<file path="src/rtl/dctpre_pkg.sv">
package dctpre_pkg;

  // strobes from control to datapath
  typedef struct packed {
    logic wrEn;    // store sampleIn into the fill bank
    logic wrBank;  // bank being filled
    logic rdBank;  // bank being restructured
    logic emit;    // produce an output beat this cycle
    logic first;   // beat is the first of its block
  } ctrl_t;

  // k-th power of the primitive root, reduced modulo n
  function automatic int phiOf(input int g, input int k, input int n);
    int r;
    r = 1;
    for (int t = 0; t < k; t++) r = (r * g) % n;
    return r;
  endfunction

endpackage

</file>
<file path="src/rtl/dctpre_control.sv">
module dctpre_control
  import dctpre_pkg::*;
#(
  parameter int N  = 7,
  parameter int M  = (N - 1) / 2,
  parameter int IW = $clog2(N),
  parameter int PW = 1
) (
  input  logic          clk,
  input  logic          rst,
  input  logic          inValid,
  output ctrl_t         ctl,
  output logic [IW-1:0] wrIdx,
  output logic [PW-1:0] step
);

  logic [IW-1:0] fillCnt;
  logic          fillBank;
  logic          procActive;
  logic          procBank;
  logic [PW-1:0] stepCnt;
  logic          lastSlot;

  assign lastSlot = inValid && (fillCnt == IW'(N - 1));

  always_ff @(posedge clk) begin
    if (rst) begin
      fillCnt    <= '0;
      fillBank   <= 1'b0;
      procActive <= 1'b0;
      procBank   <= 1'b0;
      stepCnt    <= '0;
    end else begin
      if (inValid) fillCnt <= lastSlot ? '0 : fillCnt + 1'b1;
      if (procActive) begin
        if (stepCnt == PW'(M - 1)) procActive <= 1'b0;
        else                       stepCnt    <= stepCnt + 1'b1;
      end
      if (lastSlot) begin
        fillBank   <= ~fillBank;
        procBank   <= fillBank;
        procActive <= 1'b1;
        stepCnt    <= '0;
      end
    end
  end

  always_comb begin
    ctl.wrEn   = inValid;
    ctl.wrBank = fillBank;
    ctl.rdBank = procBank;
    ctl.emit   = procActive;
    ctl.first  = procActive && (stepCnt == '0);
  end

  assign wrIdx = fillCnt;
  assign step  = stepCnt;

endmodule

</file>
<file path="src/rtl/dctpre_datapath.sv">
module dctpre_datapath
  import dctpre_pkg::*;
#(
  parameter int N  = 7,
  parameter int G  = 3,
  parameter int SW = 12,
  parameter int M  = (N - 1) / 2,
  parameter int XW = SW + $clog2(N),
  parameter int OW = XW + 1,
  parameter int IW = $clog2(N),
  parameter int PW = 1
) (
  input  logic                 clk,
  input  logic                 rst,
  input  ctrl_t                ctl,
  input  logic [IW-1:0]        wrIdx,
  input  logic [PW-1:0]        step,
  input  logic signed [SW-1:0] sampleIn,
  output logic                 outValid,
  output logic                 outFirst,
  output logic signed [OW-1:0] pairDiff,
  output logic signed [OW-1:0] pairSum,
  output logic signed [XW-1:0] baseOut
);

  localparam int EXT = XW - SW;

  logic signed [SW-1:0] bankMem [2][N];
  logic signed [XW-1:0] ext [N];
  logic signed [XW-1:0] xa [N];
  logic signed [XW-1:0] acc;
  logic signed [XW-1:0] opA, opB;
  logic signed [OW-1:0] wideA, wideB;

  // ping-pong sample storage
  always_ff @(posedge clk) begin
    if (ctl.wrEn) bankMem[ctl.wrBank][wrIdx] <= sampleIn;
  end

  // sign-extend the bank under restructuring
  for (genvar i = 0; i < N; i++) begin : gExt
    assign ext[i] = {{EXT{bankMem[ctl.rdBank][i][SW-1]}}, bankMem[ctl.rdBank][i]};
  end

  // alternating-sign suffix sum, highest index first
  always_comb begin
    acc = '0;
    for (int i = N - 1; i >= 0; i--) begin
      acc   = ((i % 2) == 1) ? acc - ext[i] : acc + ext[i];
      xa[i] = acc;
    end
  end

  // primitive-root permutation: one multiplexer per operand
  always_comb begin
    opA = '0;
    opB = '0;
    for (int j = 0; j < M; j++) begin
      if (step == PW'(j)) begin
        opA = xa[phiOf(G, j + 1, N)];
        opB = xa[phiOf(G, j + 1 + M, N)];
      end
    end
  end

  assign wideA = {opA[XW-1], opA};
  assign wideB = {opB[XW-1], opB};

  always_ff @(posedge clk) begin
    if (rst) begin
      outValid <= 1'b0;
      outFirst <= 1'b0;
      pairDiff <= '0;
      pairSum  <= '0;
      baseOut  <= '0;
    end else begin
      outValid <= ctl.emit;
      outFirst <= ctl.first;
      if (ctl.emit) begin
        pairDiff <= wideA - wideB;
        pairSum  <= wideA + wideB;
        baseOut  <= xa[0];
      end
    end
  end

endmodule

</file>
<file path="src/rtl/dctpre_top.sv">
module dctpre_top
  import dctpre_pkg::*;
#(
  parameter int N  = 7,
  parameter int G  = 3,
  parameter int SW = 12
) (
  input  logic                                 clk,
  input  logic                                 rst,
  input  logic                                 inValid,
  input  logic signed [SW-1:0]                 sampleIn,
  output logic                                 outValid,
  output logic                                 outFirst,
  output logic signed [SW+$clog2(N):0]         pairDiff,
  output logic signed [SW+$clog2(N):0]         pairSum,
  output logic signed [SW+$clog2(N)-1:0]       baseOut
);

  localparam int M  = (N - 1) / 2;
  localparam int XW = SW + $clog2(N);
  localparam int OW = XW + 1;
  localparam int IW = $clog2(N);
  localparam int PW = (M > 1) ? $clog2(M) : 1;

  ctrl_t         ctl;
  logic [IW-1:0] wrIdx;
  logic [PW-1:0] step;

  dctpre_control #(.N(N), .M(M), .IW(IW), .PW(PW)) uCtl (
    .clk     (clk),
    .rst     (rst),
    .inValid (inValid),
    .ctl     (ctl),
    .wrIdx   (wrIdx),
    .step    (step)
  );

  dctpre_datapath #(
    .N(N), .G(G), .SW(SW), .M(M), .XW(XW), .OW(OW), .IW(IW), .PW(PW)
  ) uDp (
    .clk      (clk),
    .rst      (rst),
    .ctl      (ctl),
    .wrIdx    (wrIdx),
    .step     (step),
    .sampleIn (sampleIn),
    .outValid (outValid),
    .outFirst (outFirst),
    .pairDiff (pairDiff),
    .pairSum  (pairSum),
    .baseOut  (baseOut)
  );

endmodule

</file>
<file path="config.mk">
export PLATFORM = sky130hd
export DESIGN_NAME = dctpre_top
export DESIGN_NICKNAME = d
export VERILOG_FILES = /design/src/rtl/dctpre_pkg.sv /design/src/rtl/dctpre_control.sv /design/src/rtl/dctpre_datapath.sv /design/src/rtl/dctpre_top.sv
export SDC_FILE = /design/constraint.sdc
export NUM_CORES = 1
export LEC_CHECK = 0
export ABC_AREA = 0
export BUFFER_PORTS_ARGS = -buffer_cell sky130_fd_sc_hd__clkbuf_2
export CORE_ASPECT_RATIO = 0.75
export CORE_MARGIN = 3
export CORE_UTILIZATION = 55
export CTS_CLUSTER_DIAMETER = 50
export DETAILED_ROUTE_END_ITERATION = 8
export PLACE_DENSITY = 0.77
export SLEW_MARGIN = 20
export SYNTH_ARGS = -nofsm -noshare
export SYNTH_HDL_FRONTEND = slang
export SYNTH_SLANG_ARGS = --single-unit
</file>
<file path="constraint.sdc">
create_clock -name clk -period 10.2 [get_ports clk]
set_input_delay 0 -clock clk [delete_from_list [all_inputs] [get_ports clk]]
set_output_delay 0 -clock clk [all_outputs]
set_load 0.005 [all_outputs]
</file>
==> results by stage, run 1 <==
Logic synthesis:
- By count the netlist is led by sky130_fd_sc_hd__edfxtp_1, sky130_fd_sc_hd__nor2_1, sky130_fd_sc_hd__ha_1.
- The per-instance average area after synthesis is about 11 sq um.
- The fraction of post-synthesis cell area in the top cell type by area is a little under two fifths.
- Summing the areas of all and, or, nand and nor instances in the mapped netlist gives about 11% of the synthesized area.
- The post-synthesis compound-gate area fraction is 13.93%.
- The adder-cell share of the synthesized area is 12.10%.
- Summed over all instances, the cell type with the most area after synthesis is sky130_fd_sc_hd__edfxtp_1.
- Yosys mapped a number of flops with a built-in enable equal to 168.
- The mapped netlist covers roughly 14,000 sq um.
- The number of instances in the synthesized netlist is about 1,300.
- The synthesis warning total is 0.
- By area, the combinational part of the netlist is dominated by compound AO/OA/AOI/OAI gates.
- When the netlist entered floorplanning its net count stood at 1,416.
- Measured against the total synthesized area, the mux share comes to 8.849%.
- The synthesized-area fraction occupied by xor and xnor cells is roughly 5.4%.
- The synthesized netlist contains 75 unique library cells.
- The library cell with the highest instance count after synthesis is sky130_fd_sc_hd__edfxtp_1.
- In the post-synthesis netlist, the biggest area contributors are sky130_fd_sc_hd__edfxtp_1, sky130_fd_sc_hd__ha_1, sky130_fd_sc_hd__dfxtp_1, sky130_fd_sc_hd__mux2i_1, sky130_fd_sc_hd__mux2_2.
- The share of the Yosys chip area taken by registers is a little under half.
- Among all flip-flop cells after synthesis, the most frequent one is sky130_fd_sc_hd__edfxtp_1.
- The async set-reset flop share out of synthesis is 0%.
- The synthesized design contains approximately 230 register bits.

Placed design:
- The count of placed standard cells including taps is between 1,500 and 2,000.
- The placed wire-length estimate after detailed placement is between 20 and 25 mm.
- The placer congestion estimate is 0.9268.
- The count of input and output buffers is 63.

Worst setup path:
- The kind of start point of the critical path is a flip-flop.
- STA classifies the critical path endpoint as a flip-flop.
- The depth of the worst register-to-register path is 35.
- The total number of cells along the worst setup path is 35.
- Data arrives at the worst endpoint at 9.46 ns.
- The required time at the endpoint of the critical path is roughly 11 ns.
- The top cell family by delay on the critical path is compound AO/OA/AOI/OAI gates.
- The critical setup path kind is reg2reg.
- Along the worst path, the maximum fanout reaches 18.
- On the worst path, the slowest cell contributes a delay of ~0.63 ns.
- The critical path contains buffers and inverters numbering 3 combined.
- The cell at the slowest stage of the critical path is sky130_fd_sc_hd__a211oi_1.
- The most numerous cell on the critical path is sky130_fd_sc_hd__ha_1.

STA:
- The final total negative setup slack is 0 ns.
- The number of max-slew violations in the final report is 0.
- Setup violations remaining at the end of the flow were counted as 0.
- The achievable frequency is approximately 0.11 GHz.
- Setup repair after global routing left no endpoint under its margin.
- The number of hold violations in the final report is 0.
- The post-route minimum period is about 9 ns.
- The final worst-path cycle share is between 80% and 90%.
- In this run the tightest slew margin relative to its limit is 42.67%.
- The setup clock skew after layout is about 0.014 ns.
- The slew at the pin with the worst max-slew slack is 0.8510 ns.

Global routing:
- The via count of the first global-routing pass is approximately 10,000.
- Entering global routing, the biggest net connects 60 pins.
- In the global route stage, overall resource usage came out at roughly 24%.
- For met2 alone, demand over resource in global routing was a little under two fifths.
- The number of antenna violations at the first check in global routing is 0.
- Global routing used a little over a third of the available met1 tracks.
- The total overflow left after global routing is 0.
- The busiest layer in global routing is met2.
- The first global-routing pass estimated around 51 mm of wire.
- For met3 alone, demand over resource in global routing was approximately 4.0%.

Floorplanning:
- The overall die width is between 150 and 200 um.
- The starting utilization of the core area is roughly 56%.
- The die extent in y is about 140 um.
- The region available for standard cell placement spans roughly 24,000 sq um.
- The floorplan step defined a die boundary enclosing 26,730 sq um.
- Pin placement for this block handled 64 I/O pins.
- After floorplanning, the core was divided into a little under 50 placement rows.

Clock network:
- The number of clock sinks seen by CTS is 225.
- The clock reaches the later pin of the worst-skew pair after between 0.5 and 0.6 ns.
- The count of cells resized by post-cts repair is 0.
- Clock-pin slew was measured on the worst setup and hold paths at ~0.060 ns.
- The TritonCTS clock tree is done.
- The hold-fix buffer count after cts is 12.
- The TritonCTS buffer count is 25.
- The post-CTS setup buffer count is 0.
- The maximum root-to-sink buffer count is 3.
- The cell at the root of the clock tree is sky130_fd_sc_hd__clkbuf_16.
- The CTS H-tree depth is 1.

Detailed routing:
- The routed layout has a little over 10,000 vias.
- The iteration count of the initial detailed-routing pass is 6.
- The number of violations reported at the end of detailed-routing iteration 0 is ~880.
- The final layout contains routed wiring with a total length of roughly 33 mm.
- The total DRC errors in the routed layout is 0.
- The count of nets left with antenna violations once routing finished came out at 0.
- Using the TritonRoute via totals, the vias-per-cell ratio works out to 5.919.
- The mean routed wirelength per cell is 19.23 um.

Final layout:
- The total number of nets in the final design is ~1,500.
- The layout overhead on the synthesized area is 12.70%.
- The number of inserted diodes is 0.
- Across the whole layout, storage elements account for ~6200 sq um.
- The area used by multi-input combinational logic is between 7000 and 8000 sq um.
- The number of filler cells placed in the layout is around 1,900.
- The layout cell share with drive strength beyond 1 is between 10 and 15%.
- The finished layout holds 1,699 standard cells, fillers aside.

Worst hold path:
- The type of the worst min-delay path is in2reg.
- The startpoint identified for the worst hold timing path is rst.
- The cell depth of the worst hold path is 3.

Status:
- The run finished with clean final reports.

Job:
- The number of maximum-capacitance constraint violations is 0.

Power and ir drop:
- Across the VDD grid, the largest voltage drop is approximately 0.16 mV.
- For this design the static power due to leakage is 0.005886 uW.
- The total power divided by cell area is 155.4 nW/um^2.
worst reg2reg max path, delay by kind of cell, from the launching register on:
kind	cells	cell delay [ns]
AND/OR/NAND/NOR	7	1.61
flip-flops	1	0.51
buffers and inverters	3	0.31
adder cells (fa/ha/maj)	7	2.30
multiplexers	1	0.27
XOR/XNOR	4	1.19
AO/OA/AOI/OAI	13	2.73
routing by layer:
metal  part of all wire, %  vias to the layer above  wire (um)
li1                      -                     4812          -
met3                   8.3                       67       2704
met1                    45                     4761      14790
met2                    43                      417      14200
met4                   3.0                        0        980
met5                     0                        -          0
layout make-up:
| type | count | share of cell area (%) |
|---|---|---|
| Multi-Input combinational cell | 935 | 45.71 |
| Tap cell | 331 | 2.696 |
| Sequential cell | 225 | 40.30 |
| Inverter | 67 | 1.645 |
| Timing Repair Buffer | 95 | 3.812 |
| Clock buffer | 28 | 4.146 |
| Clock inverter | 18 | 1.686 |
power by group:
part | leakage, uW | internal, uW | switching [uW] | total (uW)
clock | 0.000423 | 586 | 384 | 970
combinational | 0.00348 | 165 | 256 | 421
sequential | 0.00198 | 993 | 3.82 | 997
cells in the final DEF, fill, tap and decap left out, drive strengths merged, types with 15 or more instances in the layout:
master,instances
nor2b,15
a21o,18
a211oi,20
edfxtp,168
xor2,18
nand3,16
a21oi,87
nor2,138
xnor2,63
nor3,29
clkbuf,91
buf,20
mux2i,63
ha,119
nand2,70
a221oi,15
inv,68
dfxtp,57
o21ai,56
mux2,50
metrics by stage:
step	hold WS, ns	total power [uW]	instance area, sq um	setup WS [ns]	util (%)
after detailed placement	0.3706	1420	14340	1.398	59.38
after floorplan	0.09887	1315	13630	1.682	-
after CTS	0.004863	2391	15360	1.304	63.58
final	0.03302	2388	15360	1.166	63.59
after global routing	0.03169	2476	15360	0.6771	63.59
after global placement	0.3747	1413	14340	1.566	59.37
final timing paths:
| path | to | slack (ns) |
|---|---|---|
| hold reg to reg | uDp.baseOut[12] | 0.46 |
| setup reg to reg | uDp.baseOut[14] | 1.17 |
| hold / removal | uDp.pairSum[12] | 0.03 |
| setup / recovery | uDp.baseOut[14] | 1.17 |
registers in the layout, summed over array words and instances, names as in the netlist, named ones only:
name / count
uCtl.fillBank: 1
uCtl.procActive: 1
uCtl.procBank: 1
uCtl.step: 2
uCtl.wrIdx: 3
uDp.bankMem: 168
uDp.baseOut: 15
uDp.outFirst: 1
uDp.outValid: 1
uDp.pairDiff: 15
uDp.pairSum: 16
cells by family (layout without fill, tap and decap cells):
| group | count (synthesis) | after routing |
|---|---|---|
| simple gates | 329 | 329 |
| compound gates | 284 | 284 |
| fa+ha+maj | 127 | 127 |
| flops | 225 | 225 |
| xor+xnor | 82 | 82 |
| mux | 113 | 113 |
| buf+inv | 114 | 208 |
(Power assumes the default switching activity.)
==> run 2: changes to the inputs <==
--- a/config.mk
+++ b/config.mk
@@ -12,6 +12,7 @@
 export CORE_UTILIZATION = 55
 export CTS_CLUSTER_DIAMETER = 50
 export DETAILED_ROUTE_END_ITERATION = 8
+export MAX_ROUTING_LAYER = met4
 export PLACE_DENSITY = 0.77
 export SLEW_MARGIN = 20
 export SYNTH_ARGS = -nofsm -noshare
==> run 2 against run 1 <==
Clock skew decreased by 0.0023 ns. Maximum frequency shrank 0.35%. Wire length up 1.2%. Hold slack about the same. Final area fell by 0.90%. Sequential power about the same. Highest routed layer unchanged. Critical path type unchanged. Combinational power grew 2%.
==> results by stage, run 2 (synthesis gave the netlist of run 1 again) <==
Status:
- The flow ran to the end, and the final reports show no timing, DRC or antenna violations.

Floorplanning:
- The total die area is 26,730 sq um (unchanged).
- The starting utilization of the core area is 56.43% (unchanged).
- The die extent in y is 142.3 um (unchanged).
- The number of top-level pins is 64 (unchanged).
- The overall die width was 187.8 um (unchanged).
- The area of the placeable core is 24,160 sq um (unchanged).
- The number of placement rows is 49 (unchanged).

Final layout:
- The library cell used most frequently in the layout, excluding fill and tap cells, is sky130_fd_sc_hd__edfxtp_1.
- The flip-flop count of the largest register after layout was 168 (unchanged).
- The area growth from synthesis to layout is 11.69%.
- The post-route standard cell area excluding fillers was 15,220 sq um (-0.90%).
- The library cells used most frequently in the layout, excluding fill and tap cells, are sky130_fd_sc_hd__edfxtp_1, sky130_fd_sc_hd__nor2_1, sky130_fd_sc_hd__ha_1.
- The largest registers in the layout are uDp.bankMem x168, uDp.pairSum x16.
- The area of all sequential standard cells came to 6191 sq um (unchanged).
- The layout cell share with drive strength beyond 1 came to 14.08% (-0.25 points).
- The total number of nets in the final design is 1,489 (-0.13%).
- The area used by multi-input combinational logic is 7022 sq um (unchanged).
- The number of filler cells placed in the layout came to 1,956 (+2.4%).
- The number of inserted diodes is 0 (unchanged).
- More flip-flops sit in one register than any other, and that register is uDp.bankMem.

STA:
- The worst slack on hold paths was 0.03311 ns (+0.00009820 ns).
- The achievable frequency is 0.1103 GHz (-0.35%).
- The slew at the pin with the worst max-slew slack is 0.8136 ns (-0.03743 ns).
- The worst setup slack after layout is 1.134 ns (-0.03212 ns).
- The setup clock skew after layout is 0.01179 ns (-0.002323 ns).
- The number of failing setup endpoints in the final timing report is 0 (unchanged).
- The number of max-slew violations in the final report came to 0 (unchanged).
- The post-route minimum period was 9.066 ns (+0.03212 ns).
- The final total negative setup slack came to 0 ns (unchanged).
- The number of hold violations in the final report is 0 (unchanged).
- Setup repair after global routing left no endpoint under its margin.
- The relative slew slack is 45.19% (+2.5 points).
- The final worst-path cycle share is 88.89% (+0.31 points).

Power and ir drop:
- The sequential power share is 43.9% (+2.1 points).
- The proportion of power drawn by the clock network is 37.3% (-3.3 points).
- The switching portion of total power was 27.71% (+0.73 points).
- The total power divided by cell area is 149.4 nW/um^2 (-3.9%).
- The relative contribution of combinational cells to total power is 18.9% (+1.3 points).
- The internal power summed over all cells came to 1644 uW (-5.7%).
- The maximum ir drop on the vdd rail is 0.1388 mV (-15%).
- The static leakage was 0.005828 uW (-0.98%).
- The switching power total is 629.9 uW (-2.2%).

Worst setup path:
- The data arrival at the endpoint of the critical path was 9.46 ns (about the same).
- The maximum cell stage delay along the critical path is 0.53 ns (-0.10 ns).
- The cell at the slowest stage of the critical path is sky130_fd_sc_hd__a211oi_1.
- STA classifies the critical path startpoint as a flip-flop.
- The endpoint type of the worst setup path is a flip-flop.
- The largest fanout of any net on the critical path was 19 (+1).
- The critical setup path kind is reg2reg.
- The required time at the endpoint of the critical path was 10.59 ns (-0.03 ns).
- The most numerous cell type found on the critical path is sky130_fd_sc_hd__ha_1.

Detailed routing:
- The mean number of vias per cell is 5.928 (+0.15%).
- The residual antenna-violating net count after detailed routing was 0 (unchanged).
- The overall routed net length is 33.07 mm (+1.2%).
- The total DRC errors in the routed layout came to 0 (unchanged).
- The mean routed wirelength per cell is 19.51 um (+1.5%).
- The number of violations reported at the end of detailed-routing iteration 0 is 852 (-3.6%).
- The total via count in the routed design was 10,050 (-0.089%).
- The iteration count of the initial detailed-routing pass is 5 (-1).

Placed design:
- The pre-CTS worst setup slack is 1.473 ns (+0.07512 ns).
- The placer congestion estimate is 0.9217 (-0.55%).
- The count of input and output buffers is 63 (unchanged).
- The placed wire-length estimate after detailed placement is 23.99 mm (-0.42%).
- The post-placement cell area came to 14,350 sq um (about the same).

Global routing:
- The pin count of the biggest net entering global routing is 60 (unchanged).
- The wire length of the first global-routing pass is 51.54 mm (+0.39%).
- The total overflow reported by the global router is 0 (unchanged).
- The overall fraction of global-route tracks in use was 25.08% (+0.86 points).
- The via count of the first global-routing pass is 9,714 (-0.23%).
- The number of antenna violations at the first check in global routing is 1 (+1).

Clock network:
- The count of cells resized by post-cts repair is 0 (unchanged).
- The cell at the root of the clock tree is sky130_fd_sc_hd__clkbuf_16.
- The CTS H-tree depth is 1 (unchanged).
- TritonCTS built the clock tree.
- The TritonCTS buffer count is 23 (-8.0%).
- The clock latency of the later-clocked register in the worst-skew pair is 0.53 ns (about the same).
- The maximum root-to-sink buffer count came to 3 (unchanged).
- The number of clock sinks seen by CTS came to 225 (unchanged).
- The register clock-pin slew on the reported worst setup and hold paths is 0.06 ns (about the same).

Job:
- The number of maximum-capacitance constraint violations came to 0 (unchanged).

Worst hold path:
- The tightest min-delay check is of the in2reg type.
==> run 2: critical path, delay by kind of cell, from the launching register on <==
kind | cells | cell delay (ns)
and+or+nand+nor | 6 | 0.72
AOI/OAI and AO/OA | 16 | 4.04
DFF | 1 | 0.52
muxes | 2 | 0.71
buffers and inverters | 1 | 0.07
xor gates and xnor gates | 3 | 0.51
adders and majority gates | 7 | 2.35
==> run 2: path summary, 6_finish.rpt <==
check / startpoint / slack, ns / to / depth (start not counted)
hold / removal: rst / 0.03 / uDp.pairSum[12] / 3
setup / recovery: flip-flop / 1.13 / uDp.pairDiff[13] / 35
setup reg to reg: flip-flop / 1.13 / uDp.pairDiff[13] / 35
hold reg to reg: uDp.baseOut[8] / 0.47 / uDp.baseOut[8] / 2
==> run 2: per-layer routing <==
metal | vias up | routed length, um | GRT usage [%]
met3 | 67 | 2829 | 5.268
li1 | 4821 | - | -
met1 | 4789 | 15110 | 34.55
met5 | - | 0 | -
met4 | 0 | 907 | 6.669
met2 | 371 | 14230 | 38.11
==> run 2: power groups by stage <==
stage	logic, uW	clock network, uW	registers, uW
finish	429	847	997
floorplan	299	0	1020
CTS	414	854	997
global placement	400	0	1020
global route	466	890	997
detailed placement	406	0	1020
==> run 2: final cells by class <==
type,count,area share [%]
clock buffer,29,4.060
clock inverter,13,0.9205
inverter,67,1.660
multi-input combinational,935,46.12
sequential,225,40.67
tap,331,2.720
timing repair buffer,95,3.846
==> run 2: metrics by stage <==
step	instances	power, uW	util (%)
2_1_floorplan	1274	1315	-
3_3_place_gp	1641	1416	59.37
3_5_place_dp	1641	1422	59.39
4_1_cts	1695	2265	63.02
5_1_grt	1695	2354	63.02
6_report	1695	2274	63.02
==> run 2: repair_timing <==
item,in CTS,in global routing
endpoints found under the hold margin,153,0
hold buffers,12,0
setup buffers,0,0
endpoints found under the setup margin,0,0
